$ cat src/rtl/cnt_regs_pkg.sv
package cnt_regs_pkg;
  localparam logic [2:0] TGT_CMD  = 3'd0;
  localparam logic [2:0] TGT_MODE = 3'd1;
  localparam logic [2:0] TGT_IO   = 3'd2;
  localparam logic [2:0] TGT_IDX  = 3'd3;

  localparam logic [1:0] ACT_CNT  = 2'd1;
  localparam logic [1:0] ACT_FLG  = 2'd2;
  localparam logic [1:0] ACT_ERR  = 2'd3;

  localparam logic [1:0] XFR_LOAD = 2'd1;
  localparam logic [1:0] XFR_SNAP = 2'd2;
  localparam logic [1:0] XFR_PSC  = 2'd3;

  typedef struct packed {
    logic clr_count;
    logic clr_flags;
    logic clr_err;
    logic load_count;
    logic load_psc;
  } core_cmd_t;

  typedef struct packed {
    logic       bcd;
    logic [1:0] cmode;
    logic [1:0] quad;
  } mode_cfg_t;

  typedef struct packed {
    logic ab_en;
    logic pidx_n;
  } io_cfg_t;

  typedef struct packed {
    logic sync;
    logic pos;
  } idx_cfg_t;
endpackage

$ cat src/rtl/cnt_cmd_decode.sv
module cnt_cmd_decode
  import cnt_regs_pkg::*;
#(
  parameter int DATA_W = 8
) (
  input  logic              ctrl_we,
  input  logic [DATA_W-1:0] ctrl_byte,
  output logic              ptr_clr,
  output logic              snap_req,
  output core_cmd_t         cmd,
  output logic              mode_we,
  output logic              io_we,
  output logic              idx_we,
  output logic [4:0]        payload
);
  logic [2:0] tgt;
  logic [1:0] act;
  logic [1:0] xfr;
  logic       is_cmd;

  assign tgt     = ctrl_byte[DATA_W-1 -: 3];
  assign payload = ctrl_byte[4:0];
  assign act     = payload[2:1];
  assign xfr     = payload[4:3];
  assign is_cmd  = ctrl_we && (tgt == TGT_CMD);

  always_comb begin
    mode_we        = ctrl_we && (tgt == TGT_MODE);
    io_we          = ctrl_we && (tgt == TGT_IO);
    idx_we         = ctrl_we && (tgt == TGT_IDX);
    ptr_clr        = is_cmd && payload[0];
    snap_req       = is_cmd && (xfr == XFR_SNAP);
    cmd            = '0;
    cmd.clr_count  = is_cmd && (act == ACT_CNT);
    cmd.clr_flags  = is_cmd && (act == ACT_FLG);
    cmd.clr_err    = is_cmd && (act == ACT_ERR);
    cmd.load_count = is_cmd && (xfr == XFR_LOAD);
    cmd.load_psc   = is_cmd && (xfr == XFR_PSC);
  end
endmodule

$ cat src/rtl/cnt_cfg_regs.sv
module cnt_cfg_regs
  import cnt_regs_pkg::*;
(
  input  logic       clk,
  input  logic       rst,
  input  logic       mode_we,
  input  logic       io_we,
  input  logic       idx_we,
  input  logic [4:0] payload,
  output mode_cfg_t  mode_q,
  output io_cfg_t    io_q,
  output idx_cfg_t   idx_q
);
  always_ff @(posedge clk) begin
    if (rst) begin
      mode_q <= '0;
      io_q   <= '{ab_en: 1'b0, pidx_n: 1'b1};
      idx_q  <= '0;
    end else begin
      if (mode_we) begin
        mode_q.bcd   <= payload[0];
        mode_q.cmode <= payload[2:1];
        mode_q.quad  <= payload[4:3];
      end
      if (io_we) begin
        io_q.ab_en  <= payload[0];
        io_q.pidx_n <= payload[1];
      end
      if (idx_we) begin
        idx_q.sync <= payload[0];
        idx_q.pos  <= payload[1];
      end
    end
  end
endmodule

$ cat src/rtl/cnt_byte_window.sv
module cnt_byte_window #(
  parameter int DATA_W = 8,
  parameter int NBYTES = 3,
  localparam int TOT_W = DATA_W * NBYTES,
  localparam int PTR_W = (NBYTES > 1) ? $clog2(NBYTES) : 1
) (
  input  logic              clk,
  input  logic              rst,
  input  logic              data_we,
  input  logic              data_re,
  input  logic [DATA_W-1:0] wdata,
  input  logic              ptr_clr,
  input  logic              snap_req,
  input  logic [TOT_W-1:0]  core_count,
  output logic [TOT_W-1:0]  preset_flat,
  output logic [DATA_W-1:0] rd_byte
);
  localparam logic [PTR_W-1:0] LAST = PTR_W'(NBYTES - 1);

  logic [PTR_W-1:0]  ptr_q;
  logic [DATA_W-1:0] preset_q [NBYTES];
  logic [DATA_W-1:0] snap_q   [NBYTES];

  always_ff @(posedge clk) begin
    if (rst || ptr_clr) begin
      ptr_q <= '0;
    end else if (data_we || data_re) begin
      ptr_q <= (ptr_q == LAST) ? '0 : ptr_q + 1'b1;
    end
  end

  for (genvar g = 0; g < NBYTES; g++) begin : g_byte
    always_ff @(posedge clk) begin
      if (rst) begin
        preset_q[g] <= '0;
        snap_q[g]   <= '0;
      end else begin
        if (data_we && (ptr_q == PTR_W'(g))) preset_q[g] <= wdata;
        if (snap_req) snap_q[g] <= core_count[g*DATA_W +: DATA_W];
      end
    end
    assign preset_flat[g*DATA_W +: DATA_W] = preset_q[g];
  end

  always_comb begin
    rd_byte = '0;
    for (int i = 0; i < NBYTES; i++) begin
      if (ptr_q == PTR_W'(i)) rd_byte = snap_q[i];
    end
  end
endmodule

$ cat src/rtl/cnt_host_regs.sv
module cnt_host_regs
  import cnt_regs_pkg::*;
#(
  parameter int DATA_W = 8,
  parameter int NBYTES = 3,
  localparam int TOT_W = DATA_W * NBYTES
) (
  input  logic              clk,
  input  logic              rst,
  input  logic              bus_we,
  input  logic              bus_re,
  input  logic              bus_ctrl,
  input  logic [DATA_W-1:0] bus_wdata,
  output logic [DATA_W-1:0] bus_rdata,
  input  logic [TOT_W-1:0]  core_count,
  input  logic              core_borrow_tgl,
  input  logic              core_carry_tgl,
  input  logic              core_err,
  input  logic              core_up,
  output logic [TOT_W-1:0]  preset_val,
  output logic [DATA_W-1:0] psc_val,
  output logic              clr_count,
  output logic              clr_flags,
  output logic              clr_err,
  output logic              load_count,
  output logic              bcd_mode,
  output logic [1:0]        count_mode,
  output logic [1:0]        quad_sel,
  output logic              ab_en,
  output logic              pidx_en,
  output logic              idx_sync,
  output logic              idx_pos
);
  logic              ctrl_we, data_we, data_re, stat_re;
  logic              ptr_clr, snap_req, mode_we, io_we, idx_we;
  logic [4:0]        payload;
  core_cmd_t         cmd;
  core_cmd_t         cmd_q;
  mode_cfg_t         mode_q;
  io_cfg_t           io_q;
  idx_cfg_t          idx_q;
  logic [DATA_W-1:0] win_byte;
  logic [DATA_W-1:0] status_byte;

  assign ctrl_we = bus_we && bus_ctrl;
  assign data_we = bus_we && !bus_ctrl;
  assign data_re = bus_re && !bus_we && !bus_ctrl;
  assign stat_re = bus_re && !bus_we && bus_ctrl;

  cnt_cmd_decode #(.DATA_W(DATA_W)) u_dec (
    .ctrl_we  (ctrl_we),
    .ctrl_byte(bus_wdata),
    .ptr_clr  (ptr_clr),
    .snap_req (snap_req),
    .cmd      (cmd),
    .mode_we  (mode_we),
    .io_we    (io_we),
    .idx_we   (idx_we),
    .payload  (payload)
  );

  cnt_cfg_regs u_cfg (
    .clk    (clk),
    .rst    (rst),
    .mode_we(mode_we),
    .io_we  (io_we),
    .idx_we (idx_we),
    .payload(payload),
    .mode_q (mode_q),
    .io_q   (io_q),
    .idx_q  (idx_q)
  );

  cnt_byte_window #(.DATA_W(DATA_W), .NBYTES(NBYTES)) u_win (
    .clk        (clk),
    .rst        (rst),
    .data_we    (data_we),
    .data_re    (data_re),
    .wdata      (bus_wdata),
    .ptr_clr    (ptr_clr),
    .snap_req   (snap_req),
    .core_count (core_count),
    .preset_flat(preset_val),
    .rd_byte    (win_byte)
  );

  always_comb begin
    status_byte    = '0;
    status_byte[0] = core_borrow_tgl;
    status_byte[1] = core_carry_tgl;
    status_byte[4] = core_err;
    status_byte[5] = core_up;
  end

  always_ff @(posedge clk) begin
    if (rst) begin
      cmd_q     <= '0;
      psc_val   <= '0;
      bus_rdata <= '0;
    end else begin
      cmd_q <= cmd;
      if (cmd.load_psc) psc_val <= preset_val[DATA_W-1:0];
      if (stat_re)      bus_rdata <= status_byte;
      else if (data_re) bus_rdata <= win_byte;
    end
  end

  assign clr_count  = cmd_q.clr_count;
  assign clr_flags  = cmd_q.clr_flags;
  assign clr_err    = cmd_q.clr_err;
  assign load_count = cmd_q.load_count;
  assign bcd_mode   = mode_q.bcd;
  assign count_mode = mode_q.cmode;
  assign quad_sel   = mode_q.quad;
  assign ab_en      = io_q.ab_en;
  assign pidx_en    = !io_q.pidx_n;
  assign idx_sync   = idx_q.sync;
  assign idx_pos    = idx_q.pos;
endmodule

$ cat config.mk
export PLATFORM = sky130hd
export DESIGN_NAME = cnt_host_regs
export DESIGN_NICKNAME = d
export VERILOG_FILES = /design/src/rtl/cnt_regs_pkg.sv /design/src/rtl/cnt_cmd_decode.sv /design/src/rtl/cnt_cfg_regs.sv /design/src/rtl/cnt_byte_window.sv /design/src/rtl/cnt_host_regs.sv
export SDC_FILE = /design/constraint.sdc
export NUM_CORES = 1
export LEC_CHECK = 0
export ABC_AREA = 1
export CAP_MARGIN = 20
export CORE_MARGIN = 10
export CORE_UTILIZATION = 40
export DETAILED_ROUTE_END_ITERATION = 10
export PLACE_DENSITY = 0.76
export SLEW_MARGIN = 25
export SYNTH_ARGS = -nofsm -noshare
export SYNTH_HDL_FRONTEND = slang
export SYNTH_HIERARCHICAL = 1
export SYNTH_SLANG_ARGS = --single-unit
$ cat constraint.sdc
create_clock -name clk -period 1.7 [get_ports clk]
set_input_delay 0.255 -clock clk [delete_from_list [all_inputs] [get_ports clk]]
set_output_delay 0.255 -clock clk [all_outputs]
set_load 0.02 [all_outputs]
==> run summary <==
WP data required - 1.44 ns
Post-DP HPWL - 6.64 mm
Setup ws final - 0.0898 ns
Type of the worst min-delay path - reg -> reg
Hold Path End - u_cfg/mode_q[3]$_SDFFE_PP0P_
RSZ-0062 raised after global routing - no
FF-to-FF Start - u_win/ptr_q[1]$_SDFFE_PP0P_
Routing usage on met2 - 0.218
Yosys cell types - 23
CTS Buffer Depth - 2
Core footprint - 8340 sq um
Fmax - 621 MHz
Buf/Inv on CP - 1
Outcome - complete, no violations
CTS buffer count - 9
Mapped Area - 3480 sq um
H-tree depth - 3
Slew at the pin with the worst max-slew slack - 0.591 ns
Hold Path Stages - 2
WL/cell - 14.1 microns
Most common cell after layout, fill and taps aside - clkdlybuf4s50_1
Final min period - 1.61 ns
Worst EP arrival - 1.36 ns
Worst-Skew Late Latency - 0.36 ns
R2R depth - 7
Total power - 4260 uW
Max-slew violation count - 0
Die area - 12,800 sq um
TritonCTS clock tree - built
# rows - 33
Place WS - -0.213 ns
PD cells - 869 nW/um^2
Worst Path Max Fanout - 2
Area growth, synth to finish - 40.6%
Detailed Route WL - 8.63 mm
Residual DRC - 0
Clock Pin Slew Worst Setup and Hold Paths - 0.08 ns
Leading area contributor after synthesis - edfxtp_1
Crit end category - output pin
Setup CP Type - reg -> out
Synth area leaders - edfxtp_1 41%, dfxtp_1 18%, nor2_1 9.8%
Vias/cell - 4.62
P_leak - 0.00210 uW
Fin. Hold Viols - 0
Diodes inserted - 0
Initial core utilization - 0.418
Root Driver - clkbuf_8
Synth Register Bits - 79
Commonest non-fill, non-tap cells in the layout - 93 x clkdlybuf4s50_1, 91 x nor2_1, 59 x inv_1, 55 x nand2_1, 48 x edfxtp_1
Post-CTS setup buffers - 0
Syn nets - 425
Initial DRC Count - 190
Crit-path cells - clkdlybuf4s50_1
Via Count - 2,823
Vias in the first global route - 2,819
R2r endpoint - bus_rdata[1]$_SDFFE_PP0P_
CP max-delay cell - clkdlybuf4s50_1
Peak VDD IR - 484 uV
Top cell type's share of synthesized area - 0.414
Ports - 94
Fin crit share - 0.947
Largest net degree at the start of global routing - 25
Normalized max-slew margin - 0.606
Post-Syn Instances - 384
GRT Overall Usage - 0.135
Global-route wire length before repair - 13.8 mm
CTS Hold Bufs - 0
Final setup fails - 0
Pre-antenna DRT Iters - 5
Final Wtd Congestion - 0.836
Critical hold path startpoint - u_cfg/mode_q[3]$_SDFFE_PP0P_
Total clock sinks - 79
GR peak layer - met2
Delay-heaviest family, CP - buffers and inverters
Final nets - 542
Sequential area share after synthesis - 0.592
Clock Skew - 0.00734 ns
Largest stage delay, worst path - 0.62 ns
Gr ovfl total - 0
Reg2reg setup slack - 0.15 ns
Critical Path Start Type - flop
Initial antenna violation count - 0
Layout cells sized above 1 - 0.146
Die H - 113 microns
Crit path from - u_win/preset_q[0][5]$_SDFFCE_PN0P_
Post-CTS Resized - 0
Mapped Avg Cell Area - 9.07 sq um
Synth Warn # - 6
Max cap viols - 0
Detail Route Antenna Nets - 0
Die X - 113 microns
Met1 usage - 0.153
I/O Buffers - 93
M3 GR Usage - 0.0544
[synthesized netlist by cell type]
| master | count |
|---|---|
| o21ai_2 | 1 |
| a21oi_1 | 4 |
| inv_2 | 6 |
| nand3_4 | 2 |
| buf_2 | 3 |
| nor2_2 | 3 |
| o21ai_0 | 8 |
| nor3_1 | 11 |
| inv_1 | 59 |
| buf_6 | 6 |
| nand4_1 | 5 |
| nor2_4 | 1 |
| nor2_1 | 91 |
| nand2_2 | 6 |
| buf_4 | 6 |
| clkinv_4 | 1 |
| nand2_1 | 55 |
| nand3_1 | 26 |
| edfxtp_1 | 48 |
| nor3_2 | 8 |
| nand3_2 | 2 |
| dfxtp_1 | 31 |
| or2_2 | 1 |
[where the power goes]
group / total [uW] / switching (uW) / internal [uW]
registers: 2150 / 43.8 / 2110
logic: 578 / 308 / 269
clock network: 1530 / 702 / 825
[stage by stage]
step / setup TNS, ns / utilization / std cells / area, sq um / hold slack, ns
final: 0 / 0.587 / 611 / 4900 / 0.475
after CTS: 0 / 0.587 / 611 / 4900 / 0.476
after floorplan: 0 / - / 384 / 3480 / 0.399
after global placement: -5.71 / 0.561 / 595 / 4680 / 0.446
after global routing: 0 / 0.587 / 611 / 4900 / 0.510
after detailed placement: -9.14 / 0.561 / 595 / 4680 / 0.463
[worst max-delay path by stage]
| stage | slack, ns | cells past startpoint | end |
|---|---|---|---|
| CTS | 0.07 | 1 | preset_val[0] |
| global route | 0.03 | 7 | bus_rdata[1]$_SDFFE_PP0P_ |
| floorplan | 0.26 | 7 | u_win/snap_q[0][0]$_SDFFCE_PN0P_ |
| detailed placement | -0.21 | 9 | u_win/snap_q[1][3]$_SDFFCE_PN0P_ |
| global placement | -0.15 | 9 | u_win/snap_q[2][1]$_SDFFCE_PN0P_ |
| finish | 0.09 | 1 | preset_val[5] |
[state kept, by name (all words and copies together) (netlist names), 2 cells and up]
register / count
u_win/ptr_q: 2
u_win/snap_q: 24
u_cfg/mode_q: 5
u_win/preset_q: 24
u_cfg/io_q: 2
u_cfg/idx_q: 2
psc_val: 8
bus_rdata: 8
[final cells by class]
type | instances | area (sq um)
Multi-Input combinational cell | 224 | 1040
Fill cell | 716 | 3440
Sequential cell | 79 | 2060
Tap cell | 105 | 131
Timing Repair Buffer | 121 | 1190
Clock buffer | 9 | 124
Clock inverter | 7 | 95.1
Inverter | 66 | 253
[routing by layer]
layer | vias up | share of wire
li1 | 1433 | -
met1 | 1273 | 0.43
met2 | 109 | 0.48
met3 | 8 | 0.088
met4 | 0 | 0.010
met5 | - | 0
[cell families (layout without fill, tap and decap cells)]
family | after synthesis | count (layout) | synth area share
AOI/OAI and AO/OA | 13 | 13 | 0.0197
buffers and inverters | 81 | 203 | 0.109
DFF | 79 | 79 | 0.592
and+or+nand+nor | 211 | 211 | 0.279
Power figures use the tool's default switching activity.
